`src/rtl/seg_pkg.sv`:
```
package seg_pkg;
  localparam int PA_W_DEF      = 32;
  localparam int VA_W_DEF      = 24;
  localparam int PID_MAX_W_DEF = 8;
  localparam int NSEL_W_DEF    = $clog2(PID_MAX_W_DEF + 1);
endpackage

```
`src/rtl/seg_cfg.sv`:
```
module seg_cfg #(
  parameter int PID_W  = 8,
  parameter int NSEL_W = 4
) (
  input  logic              clk_i,
  input  logic              rst_ni,
  input  logic              we_i,
  input  logic              priv_i,
  input  logic [PID_W-1:0]  pid_i,
  input  logic [NSEL_W-1:0] n_i,
  output logic [PID_W-1:0]  pid_o,
  output logic [NSEL_W-1:0] n_o
);
  localparam logic [NSEL_W-1:0] N_MAX = NSEL_W'(PID_W);

  logic accept;
  assign accept = we_i && priv_i && (n_i <= N_MAX);

  always_ff @(posedge clk_i or negedge rst_ni) begin
    if (!rst_ni) begin
      pid_o <= '0;
      n_o   <= '0;
    end else if (accept) begin
      pid_o <= pid_i;
      n_o   <= n_i;
    end
  end

  AST_USER_WR_HOLD: assert property (@(posedge clk_i) disable iff (!rst_ni)
    (we_i && !priv_i) |=> ($stable(pid_o) && $stable(n_o)));
  AST_N_LEGAL: assert property (@(posedge clk_i) disable iff (!rst_ni)
    n_o <= N_MAX);
  AST_SUP_WR_LOAD: assert property (@(posedge clk_i) disable iff (!rst_ni)
    (we_i && priv_i && n_i <= N_MAX) |=> (pid_o == $past(pid_i)));
endmodule

```
`src/rtl/seg_range.sv`:
```
module seg_range #(
  parameter int PA_W   = 32,
  parameter int VA_W   = 24,
  parameter int NSEL_W = 4
) (
  input  logic [PA_W-1:0]   addr_i,
  input  logic [NSEL_W-1:0] n_i,
  output logic              ok_o
);
  // bits [PA_W-1 : VA_W-1-n] must be uniform
  logic [PA_W-1:0] chk_mask;
  logic [PA_W-1:0] hi_bits;

  for (genvar g = 0; g < PA_W; g++) begin : g_mask
    assign chk_mask[g] = ((g + int'(n_i)) >= (VA_W - 1));
  end

  assign hi_bits = addr_i & chk_mask;
  assign ok_o    = (hi_bits == '0) || (hi_bits == chk_mask);
endmodule

```
`src/rtl/seg_compose.sv`:
```
module seg_compose #(
  parameter int PA_W   = 32,
  parameter int VA_W   = 24,
  parameter int PID_W  = 8,
  parameter int NSEL_W = 4
) (
  input  logic [PA_W-1:0]   addr_i,
  input  logic [PID_W-1:0]  pid_i,
  input  logic [NSEL_W-1:0] n_i,
  input  logic              map_i,
  output logic [VA_W-1:0]   va_o
);
  logic [VA_W-1:0] keep;
  logic [VA_W-1:0] pid_ext;
  logic [VA_W-1:0] pid_sh;

  for (genvar g = 0; g < VA_W; g++) begin : g_keep
    assign keep[g] = ((g + int'(n_i)) < VA_W);
  end

  assign pid_ext = {{(VA_W-PID_W){1'b0}}, pid_i};
  assign pid_sh  = pid_ext << (VA_W - int'(n_i));

  always_comb begin
    if (map_i) va_o = (addr_i[VA_W-1:0] & keep) | (pid_sh & ~keep);
    else       va_o = addr_i[VA_W-1:0];
  end
endmodule

```
`src/rtl/pid_seg_map.sv`:
```
module pid_seg_map
  import seg_pkg::*;
#(
  parameter int PA_W      = PA_W_DEF,
  parameter int VA_W      = VA_W_DEF,
  parameter int PID_MAX_W = PID_MAX_W_DEF,
  parameter int NSEL_W    = $clog2(PID_MAX_W + 1)
) (
  input  logic              clk_i,
  input  logic              rst_ni,
  input  logic [PA_W-1:0]   prog_addr_i,
  input  logic              req_valid_i,
  input  logic              map_en_i,
  input  logic              priv_i,
  input  logic              cfg_we_i,
  input  logic [PID_MAX_W-1:0] cfg_pid_i,
  input  logic [NSEL_W-1:0] cfg_n_i,
  output logic [VA_W-1:0]   va_o,
  output logic              va_valid_o,
  output logic              fault_o,
  output logic              priv_o,
  output logic              map_o
);
  logic [PID_MAX_W-1:0] pid_q;
  logic [NSEL_W-1:0]    n_q;
  logic                 in_window;
  logic [VA_W-1:0]      va_d;

  seg_cfg #(.PID_W(PID_MAX_W), .NSEL_W(NSEL_W)) u_cfg (
    .clk_i, .rst_ni,
    .we_i(cfg_we_i), .priv_i(priv_i), .pid_i(cfg_pid_i), .n_i(cfg_n_i),
    .pid_o(pid_q), .n_o(n_q)
  );

  seg_range #(.PA_W(PA_W), .VA_W(VA_W), .NSEL_W(NSEL_W)) u_range (
    .addr_i(prog_addr_i), .n_i(n_q), .ok_o(in_window)
  );

  seg_compose #(.PA_W(PA_W), .VA_W(VA_W), .PID_W(PID_MAX_W), .NSEL_W(NSEL_W)) u_compose (
    .addr_i(prog_addr_i), .pid_i(pid_q), .n_i(n_q), .map_i(map_en_i), .va_o(va_d)
  );

  // address, flags and fault share one stage to stay cycle-aligned
  always_ff @(posedge clk_i or negedge rst_ni) begin
    if (!rst_ni) begin
      va_o       <= '0;
      va_valid_o <= 1'b0;
      fault_o    <= 1'b0;
      priv_o     <= 1'b0;
      map_o      <= 1'b0;
    end else begin
      va_o       <= va_d;
      va_valid_o <= req_valid_i;
      fault_o    <= req_valid_i && map_en_i && !in_window;
      priv_o     <= priv_i;
      map_o      <= map_en_i;
    end
  end

  AST_FAULT_QUAL: assert property (@(posedge clk_i) disable iff (!rst_ni)
    fault_o |-> (va_valid_o && map_o));
  AST_NO_REQ_NO_FAULT: assert property (@(posedge clk_i) disable iff (!rst_ni)
    !req_valid_i |=> (!fault_o && !va_valid_o));
  AST_REQ_LATENCY: assert property (@(posedge clk_i) disable iff (!rst_ni)
    req_valid_i |=> va_valid_o);
  AST_PASSTHRU: assert property (@(posedge clk_i) disable iff (!rst_ni)
    !map_en_i |=> (!fault_o && va_o == $past(prog_addr_i[VA_W-1:0])));
  AST_TAGS: assert property (@(posedge clk_i) disable iff (!rst_ni)
    1'b1 |=> (priv_o == $past(priv_i) && map_o == $past(map_en_i)));
endmodule

```
`config.mk`:
```
export PLATFORM = sky130hd
export DESIGN_NAME = pid_seg_map
export DESIGN_NICKNAME = d
export VERILOG_FILES = /design/src/rtl/seg_pkg.sv /design/src/rtl/seg_cfg.sv /design/src/rtl/seg_range.sv /design/src/rtl/seg_compose.sv /design/src/rtl/pid_seg_map.sv
export SDC_FILE = /design/constraint.sdc
export NUM_CORES = 1
export LEC_CHECK = 0
export ABC_AREA = 1
export CELL_PAD_IN_SITES_DETAIL_PLACEMENT = 0
export CELL_PAD_IN_SITES_GLOBAL_PLACEMENT = 2
export CORE_MARGIN = 2
export CORE_UTILIZATION = 25
export CTS_CLUSTER_SIZE = 28
export DETAILED_ROUTE_END_ITERATION = 10
export DONT_BUFFER_PORTS = 1
export PLACE_DENSITY = 0.72
export SYNTH_ARGS = -nofsm -noshare
export SYNTH_HDL_FRONTEND = slang
export SYNTH_HIERARCHICAL = 1
export SYNTH_SLANG_ARGS = --single-unit
```
`constraint.sdc`:
```
create_clock -name clk_i -period 2.9 [get_ports clk_i]
set_clock_uncertainty 0.2 [all_clocks]
set_input_delay 0.29 -clock clk_i [delete_from_list [all_inputs] [get_ports clk_i]]
set_output_delay 0.29 -clock clk_i [all_outputs]
set_load 0.05 [all_outputs]
```
==> run_results.csv, run 1 <==
group,metric,value,unit
final_layout,finalNetCount,819,
place,dp.cells,920,
detailed_routing,drc,0,
detailed_routing,drt-total-wl,16500,um
power,p_sw,1.53,mW
flow_run,maxCapViolations,0,
detailed_routing,ant_nets,0,
clock_tree,cts_setup_buffers,0,
worst_setup_path,critPathMaxFanout,9,
sta,fin_crit,2.52,ns
grt,overflow,0,
grt,antenna_found_initial,1,
sta,max_slew_margin,63.4,%
synthesis,yosysSeqAreaShare,22.6,%
outcome,status,"completed",
floorplan,num_io_pins,78,
power,p_total,3.07,mW
place,portBuffers,0,
clock_tree,clock-root-buffer,"clkbuf_16",
worst_setup_path,arrival,2.50,ns
power,power_frac_clock,20.7,%
detailed_routing,firstDrtPassIters,5,
place,dp_hpwl,13400,um
grt,grt_usage,18.0,%
worst_setup_path,cp-startpoint,"u_cfg/n_o[0]",
worst_setup_path,cpMostUsedCell,"nand2_1",
sta,hold_viol_final,0,
synthesis,syn_avg_cell_area,6.28,um^2
place,routabilityCongestion,0.916,
floorplan,initial_core_util,25.6,%
synthesis,synth_seq_cells,40,
synthesis,synth_flop_cell,"dfrtp_1",
clock_tree,cts.sink_count,40,
worst_setup_path,crit_chain,"ha_1 > inv_2 > nand2_1 > nand2_1 > nand3_1 > nand2_1 > nand2_1 > nand2_1 > nand2_1 > o21ai_0 > nor2_1 > nand3_1 > nand2_1 > nor2_2",
sta,rsz0062_at_grt,"no",
synthesis,synthCells,704,
min_path,hold_depth,2,
floorplan,coreArea,0.0173,mm^2
worst_setup_path,crit_path_top_delay_cell,"dfrtp_1",
floorplan,die_h,137,um
power,powerDensity,597,mW/mm^2
clock_tree,cts-buffers-inserted,5,
clock_tree,htree_levels,2,
clock_tree,clk_pin_slew,0.06,ns
grt,grt_pass1_vias,4248,
power,power.internal,1.54,mW
final_layout,fin_cells,966,
clock_tree,clk_latency,0.29,ns
sta,period_share,86.8,%
synthesis,ys_warn_count,6,
min_path,hp-class,"primary input to flop",
detailed_routing,via_count,4559,
worst_setup_path,critical_path_class,"flop to flop",
worst_setup_path,r2r_cells,14,
final_layout,final_cell_mix,"nand2_1, nand3_1, inv_1, nor2_1, dfrtp_1",
sta,finalMaxSlewViolations,0,
power,seq_power_share,27.9,%
worst_setup_path,r2r_start,"u_cfg/n_o[0]",
floorplan,chipWidth,137,um
sta,fin_tns_setup,0,ns
detailed_routing,post_drt_wl_per_cell,17.1,um
detailed_routing,via_per_inst,4.72,
sta,worstMarginPinSlew,0.550,ns
power,switching_share,49.8,%
clock_tree,cts_buffer_depth,2,
synthesis,async_flop_share,100,%
worst_setup_path,slowest_delay,0.53,ns
final_layout,mostFrequentLayoutCell,"nand2_1",
power,power_frac_comb,51.4,%
floorplan,rows,48,
final_layout,drive_above_1_share,10.8,%
sta,fmax,0.397,GHz
sta,setup_viol,0,
synthesis,synth_enable_flop_cells,0,
floorplan,fp.dieArea,0.0188,mm^2
grt,grt_start_max_net_pins,41,
grt,grt_first_pass_wirelength,25400,um
synthesis,yosysUniqueCellTypes,36,
power,p_leak,2.69,nW
min_path,hold_start,"cfg_n_i[2]",
final_layout,syn2layout_area_growth,16.3,%
synthesis,netlist_area,0.00442,mm^2
worst_setup_path,endpoint_kind,"flop",
clock_tree,cts_tree,"built",
synthesis,syn_nets,784,
worst_setup_path,start_kind,"flop",
sta,hold_slack,0.000287,ns
power,ir_drop,0.274,mV
detailed_routing,drtIter0Drc,457,
worst_setup_path,critPathRequiredTime,2.89,ns
==> path summary, 6_finish.rpt <==
path,end,slack [ns]
max reg2reg,fault_o,0.38
min in group asynchronous,u_cfg/pid_o[2],0.30
min reg2reg,u_cfg/pid_o[5],0.35
max in group asynchronous,va_o[7],1.99
min,u_cfg/n_o[2],0.0003
max,fault_o,0.38
==> critical path, delay by kind of cell, from the launching register on <==
kind                       cells  cell delay [ns]
AOI/OAI and AO/OA              1             0.12
adders and majority gates      1             0.46
buffers and inverters          1             0.12
DFF                            1             0.53
and+or+nand+nor               11             0.98
==> registers in the layout, summed over array words and instances, names as in the netlist <==
signal / flops
priv_o: 1
map_o: 1
fault_o: 1
va_valid_o: 1
u_cfg/pid_o: 8
va_o: 24
u_cfg/n_o: 4
==> through the flow <==
stage	utilization [%]	setup slack [ns]	area (um^2)
after CTS	29.7	0.383	5140
after global placement	26.5	0.399	4590
after detailed placement	26.5	0.399	4590
after global routing	29.7	0.132	5140
after floorplan	-	0.566	4420
final	29.7	0.383	5140
==> logic make-up after synthesis <==
logic type | after synthesis | synth area share (%)
and+or+nand+nor | 467 | 49.0
buffers and inverters | 107 | 12.4
AOI/OAI and AO/OA | 60 | 7.44
DFF | 40 | 22.6
adders and majority gates | 30 | 8.48
==> cell type report <==
class / instances / area (um^2)
clock inverters: 2 / 35.0
diodes: 1 / 2.50
inverters: 86 / 345
multi-input cells: 557 / 2870
repair buffers: 49 / 478
clock buffers: 6 / 129
flip-flops and latches: 40 / 1000
fillers: 1960 / 12200
well taps: 225 / 282
==> cell usage after synthesis (9+ instances only) <==
master	n	area, um^2
ha_1	30	375
nand3_1	108	541
nand2_2	19	119
nor2_1	48	180
nand3b_1	10	75.1
dfrtp_1	40	1000
inv_2	9	33.8
o21ai_0	21	105
a21oi_1	21	105
nand3_2	9	90.1
nand2_1	246	923
inv_1	72	270
==> repair_timing <==
item / in CTS / in global routing
gates resized for setup: 0 / 0
hold endpoints to repair: 75 / 0
hold buffers: 37 / 0
==> power groups by stage <==
stage	Combinational (mW)	Clock, mW	Sequential, mW
after global placement	1.51	0	0.867
after global routing	1.77	0.682	0.867
after CTS	1.56	0.655	0.857
after floorplan	1.15	0	0.862
final	1.58	0.637	0.856
after detailed placement	1.49	0	0.867
==> layer usage <==
| layer | part of all wire (%) | vias up | GRT usage (%) | wire length (um) |
|---|---|---|---|---|
| li1 | - | 2311 | - | - |
| met4 | 0.92 | 0 | 3.32 | 152 |
| met5 | 0 | - | 0 | 0 |
| met1 | 50 | 2080 | 26.5 | 8280 |
| met3 | 8.5 | 13 | 5.15 | 1410 |
| met2 | 40 | 155 | 26.1 | 6680 |
No activity file was read; power rests on OpenSTA's default activity.
==> run 2: changes to the inputs <==
--- a/config.mk
+++ b/config.mk
@@ -13,7 +13,7 @@
 export CTS_CLUSTER_SIZE = 28
 export DETAILED_ROUTE_END_ITERATION = 10
 export DONT_BUFFER_PORTS = 1
-export PLACE_DENSITY = 0.72
+export PLACE_DENSITY = 0.74
 export SYNTH_ARGS = -nofsm -noshare
 export SYNTH_HDL_FRONTEND = slang
 export SYNTH_HIERARCHICAL = 1
==> constraint.sdc (replaced) <==
create_clock -name clk_i -period 2 [get_ports clk_i]
set_clock_uncertainty 0.2 [all_clocks]
set_input_delay 0.2 -clock clk_i [delete_from_list [all_inputs] [get_ports clk_i]]
set_output_delay 0.2 -clock clk_i [all_outputs]
set_load 0.05 [all_outputs]
==> run_results.csv, run 2 (synthesis gave the netlist of run 1 again) <==
group,metric,value,unit
place,portBuffers,0,
worst_setup_path,cp-startpoint,"u_cfg/n_o[1]",
grt,antenna_found_initial,4,
floorplan,rows,48,
sta,max_slew_margin,58.8,%
worst_setup_path,critPathMaxFanout,7,
final_layout,regMostFlops,"va_o",
detailed_routing,via_per_inst,4.78,
outcome,status,"finished, violations left",
sta,period_share,112,%
final_layout,multiInputGateArea,0.00386,mm^2
sta,hold_viol_final,1,
final_layout,mostFrequentLayoutCell,"nand2_1",
final_layout,nFillCells,1763,
sta,fmax,0.446,GHz
grt,use_met3,4.37,%
worst_setup_path,start_kind,"flop",
sta,worstMarginPinSlew,0.616,ns
final_layout,drive_above_1_share,40.6,%
detailed_routing,ant_nets,0,
floorplan,die_h,137,um
power,powerDensity,834,mW/mm^2
sta,hold_slack,-0.00750,ns
clock_tree,cts.sink_count,40,
grt,grt_busiest_layer,"met2",
place,routabilityCongestion,0.937,
worst_setup_path,arrival,2.22,ns
floorplan,fp.dieArea,0.0188,mm^2
grt,grt_first_pass_wirelength,27900,um
clock_tree,cts-buffers-inserted,5,
floorplan,num_io_pins,78,
clock_tree,clock-root-buffer,"clkbuf_16",
worst_setup_path,crit_path_top_delay_cell,"dfrtp_2",
detailed_routing,firstDrtPassIters,5,
grt,grt_start_max_net_pins,41,
place,dp_hpwl,14000,um
detailed_routing,drt-total-wl,18900,um
sta,fin_ws,-0.240,ns
final_layout,final_cell_mix,"nand2_1, buf_4, nand3_1, inv_1, nand2_2",
final_layout,regArea,0.00101,mm^2
detailed_routing,drc,0,
sta,rsz0062_at_grt,"yes",
power,ir_drop,0.444,mV
detailed_routing,post_drt_wl_per_cell,17.4,um
worst_setup_path,r2r_start,"u_cfg/n_o[1]",
detailed_routing,drtIter0Drc,381,
clock_tree,clk_pin_slew,0.06,ns
worst_setup_path,endpoint_kind,"flop",
final_layout,finalNetCount,934,
grt,grt_pass1_vias,4940,
worst_setup_path,crit_chain,"clkinv_4 > ha_4 > ha_4 > inv_2 > nand3_1 > nand3b_1 > o21ai_0 > nor2_2 > nand3_2 > nor2_1 > nand3_1 > nand2_1 > nor2_2",
clock_tree,htree_levels,2,
sta,fin_crit,2.24,ns
grt,grt_use_met2,29.1,%
grt,grt_usage,19.5,%
floorplan,chipWidth,137,um
min_path,hp-class,"primary input to flop",
worst_setup_path,critPathRequiredTime,1.98,ns
worst_setup_path,slowest_delay,0.48,ns
min_path,hold_start,"map_en_i",
worst_setup_path,critical_path_class,"flop to flop",
worst_setup_path,reg2reg_setup_slack,-0.24,ns
sta,setup_viol,16,
floorplan,initial_core_util,25.6,%
grt,overflow,0,
sta,finalMaxSlewViolations,0,
flow_run,maxCapViolations,0,
grt,grt_util_met1,28.5,%
outcome,violations,"negative hold slack, negative setup slack",
clock_tree,cts_buffer_depth,2,
clock_tree,clk_latency,0.29,ns
final_layout,syn2layout_area_growth,64.4,%
sta,fin_tns_setup,-1.00,ns
power,p_total,6.06,mW
final_layout,largest_register_ffs,24,
floorplan,coreArea,0.0173,mm^2
power,p_leak,3.44,nW
detailed_routing,via_count,5180,
final_layout,largestRegisters,"va_o x24, u_cfg/pid_o x8, u_cfg/n_o x4",
clock_tree,cts_tree,"built",
==> run 2: timing repair <==
item,in CTS,in global routing
pin swaps,41,66
endpoints found under the setup margin,22,23
gates cloned,0,0
gates resized for setup,107,173
hold endpoints to repair,79,0
hold buffers,49,0
setup buffers,15,19
==> run 2: final timing paths <==
check / to / cells after the start
setup / recovery: fault_o / 13
hold / removal: va_o[10] / 4
setup reg to reg: fault_o / 13
hold reg to reg: u_cfg/pid_o[1] / 2
max in group asynchronous: u_cfg/n_o[3] / 2
min in group asynchronous: u_cfg/pid_o[6] / 2
==> run 2: worst max-delay path, delay by kind of cell (launching register included) <==
kind | cells | cell delay [ns]
buf+inv | 2 | 0.20
flops | 1 | 0.48
fa+ha+maj | 2 | 0.42
simple gates | 8 | 0.75
compound gates | 1 | 0.09
==> run 2: where the power goes <==
part	total [mW]	leakage [nW]	switching (mW)	internal (mW)
sequential	1.27	0.477	0.350	0.915
clock	0.836	0.0702	0.338	0.498
combinational	3.96	2.89	2.26	1.70
==> run 2: per-layer routing <==
| layer | share of wire, % | routed length, um |
|---|---|---|
| met1 | 48 | 9060 |
| met2 | 44 | 8270 |
| met3 | 7.0 | 1320 |
| met4 | 1.1 | 211 |
| met5 | 0.037 | 7 |
==> run 2: metrics by stage <==
| stage | std cells | util [%] | setup slack [ns] | cell area [um^2] |
|---|---|---|---|---|
| 6_report | 1083 | 42.0 | -0.240 | 7270 |
| 5_1_grt | 1082 | 42.0 | -0.378 | 7270 |
| 4_1_cts | 1065 | 37.1 | -0.229 | 6420 |
| 3_5_place_dp | 994 | 30.4 | -0.304 | 5260 |
| 3_3_place_gp | 994 | 30.4 | -0.324 | 5260 |
| 2_1_floorplan | 704 | - | -0.0812 | 4520 |
==> run 2: cell type report <==
cell class | instances | share of cell area, %
multi-input cells | 557 | 53.1
well taps | 225 | 3.87
flip-flops and latches | 40 | 13.8
diodes | 3 | 0.103
clock buffers | 7 | 1.96
inverters | 86 | 5.33
clock inverters | 1 | 0.103
repair buffers | 164 | 21.7
==> run 3: changes to the inputs <==
--- a/config.mk
+++ b/config.mk
@@ -13,7 +13,7 @@
 export CTS_CLUSTER_SIZE = 28
 export DETAILED_ROUTE_END_ITERATION = 10
 export DONT_BUFFER_PORTS = 1
-export PLACE_DENSITY = 0.74
+export PLACE_DENSITY = 0.63
 export SYNTH_ARGS = -nofsm -noshare
 export SYNTH_HDL_FRONTEND = slang
 export SYNTH_HIERARCHICAL = 1
==> run_results.csv, run 3 (synthesis gave the netlist of run 1 again) <==
group,metric,value,unit
place,routabilityCongestion,0.862,
final_layout,largest_register_ffs,24,
sta,rsz0062_at_grt,"yes",
final_layout,drive_above_1_share,25.2,%
clock_tree,cts_tree,"built",
floorplan,rows,48,
final_layout,finalNetCount,913,
worst_setup_path,r2r_start,"u_cfg/n_o[1]",
sta,hold_viol_final,0,
power,powerDensity,807,mW/mm^2
detailed_routing,via_count,4842,
final_layout,multiInputGateArea,0.00310,mm^2
worst_setup_path,endpoint_kind,"flop",
place,portBuffers,0,
sta,finalMaxSlewViolations,0,
grt,grt_usage,18.5,%
sta,setup_viol,17,
detailed_routing,via_per_inst,4.57,
place,place_ws,-0.369,ns
floorplan,die_h,137,um
detailed_routing,firstDrtPassIters,5,
worst_setup_path,cpMostUsedCell,"nand2_1",
sta,worstMarginPinSlew,0.469,ns
clock_tree,clock-root-buffer,"clkbuf_16",
worst_setup_path,arrival,2.28,ns
final_layout,final_cell_mix,"nand2_1, nand3_1, buf_4, inv_1, dlygate4sd3_1",
min_path,hp-class,"primary input to flop",
floorplan,coreArea,0.0173,mm^2
worst_setup_path,critPathMaxFanout,7,
min_path,hold_start,"cfg_n_i[3]",
floorplan,initial_core_util,25.6,%
worst_setup_path,critical_path_class,"flop to flop",
grt,overflow,0,
sta,fin_ws,-0.300,ns
worst_setup_path,cp-startpoint,"u_cfg/n_o[1]",
detailed_routing,drc,0,
power,p_total,4.95,mW
sta,hold_slack,0.00156,ns
final_layout,regMostFlops,"va_o",
detailed_routing,drt-total-wl,17200,um
final_layout,mostFrequentLayoutCell,"nand2_1",
grt,grt_start_max_net_pins,41,
clock_tree,cts.sink_count,40,
final_layout,syn2layout_area_growth,38.7,%
final_layout,regArea,0.00101,mm^2
sta,fin_crit,2.30,ns
floorplan,num_io_pins,78,
sta,max_slew_margin,68.7,%
worst_setup_path,reg2reg_setup_slack,-0.30,ns
flow_run,maxCapViolations,0,
clock_tree,htree_levels,2,
sta,period_share,115,%
final_layout,antennaDiodeCount,0,
clock_tree,cts_buffer_depth,2,
grt,antenna_found_initial,0,
worst_setup_path,crit_path_top_delay_cell,"dfrtp_2",
clock_tree,clk_latency,0.29,ns
grt,grt_pass1_vias,4629,
floorplan,chipWidth,137,um
outcome,status,"finished, violations left",
worst_setup_path,crit_chain,"ha_1 > nand2_2 > nand2_1 > nand2_1 > nand2_2 > nand3_1 > nand2_1 > nor2_1 > nand3_1 > nor2_1 > nand3_1 > nand2_1 > nor2_2",
clock_tree,cts-buffers-inserted,5,
worst_setup_path,start_kind,"flop",
detailed_routing,post_drt_wl_per_cell,16.3,um
final_layout,nFillCells,1929,
place,dp_hpwl,14000,um
grt,grt_first_pass_wirelength,26400,um
worst_setup_path,slowest_delay,0.49,ns
power,p_leak,3.12,nW
sta,fin_tns_setup,-1.01,ns
detailed_routing,ant_nets,0,
floorplan,fp.dieArea,0.0188,mm^2
clock_tree,clk_pin_slew,0.06,ns
sta,fmax,0.435,GHz
power,ir_drop,0.531,mV
outcome,violations,"negative setup slack",
final_layout,largestRegisters,"va_o x24, u_cfg/pid_o x8, u_cfg/n_o x4",
worst_setup_path,critPathRequiredTime,1.98,ns
detailed_routing,drtIter0Drc,335,
run 3: worst paths after layout:
check / to / cells after the start
hold / removal: u_cfg/pid_o[6] / 3
max in group asynchronous: u_cfg/n_o[3] / 2
setup reg to reg: fault_o / 13
hold reg to reg: u_cfg/pid_o[0] / 2
min in group asynchronous: va_o[2] / 2
setup / recovery: fault_o / 13
run 3: what timing repair did:
action / in CTS / in global routing
pin swaps: 12 / 2
gates cloned: 0 / 0
resized for setup: 28 / 20
setup endpoints to repair: 22 / 22
hold buffers: 47 / 0
setup buffers: 4 / 2
hold endpoints to repair: 79 / 0
run 3: power by group:
group | switching (mW) | total (mW) | internal (mW)
Clock | 0.320 | 0.817 | 0.497
Combinational | 1.71 | 2.88 | 1.17
Sequential | 0.344 | 1.26 | 0.916
Total | 2.37 | 4.95 | 2.58
run 3: metrics by stage:
step	cell area, um^2	util [%]	std cells
floorplan	4520	-	704
global placement	5290	30.6	998
detailed placement	5290	30.6	998
CTS	6050	35.0	1057
global route	6140	35.5	1059
finish	6140	35.5	1059
run 3: area by class of cell:
cell class | instances | share of cell area (%)
Clock buffer | 7 | 2.32
Multi-Input combinational cell | 557 | 50.6
Sequential cell | 40 | 16.4
Clock inverter | 1 | 0.122
Inverter | 86 | 5.87
Timing Repair Buffer | 143 | 20.1
Tap cell | 225 | 4.59
run 3: layer usage:
layer  vias to the layer above  GRT usage [%]  wire, um
met4                         0           1.20        26
met3                         2           3.33      1080
li1                       2501              -         -
met2                       153           27.3      6930
met5                         -              0         0
met1                      2186           28.8      9180
run 3: critical path: cells and delay by family, from the launching register on:
| family | cells | cell delay [ns] |
|---|---|---|
| flops | 1 | 0.49 |
| fa+ha+maj | 1 | 0.33 |
| simple gates | 12 | 1.19 |
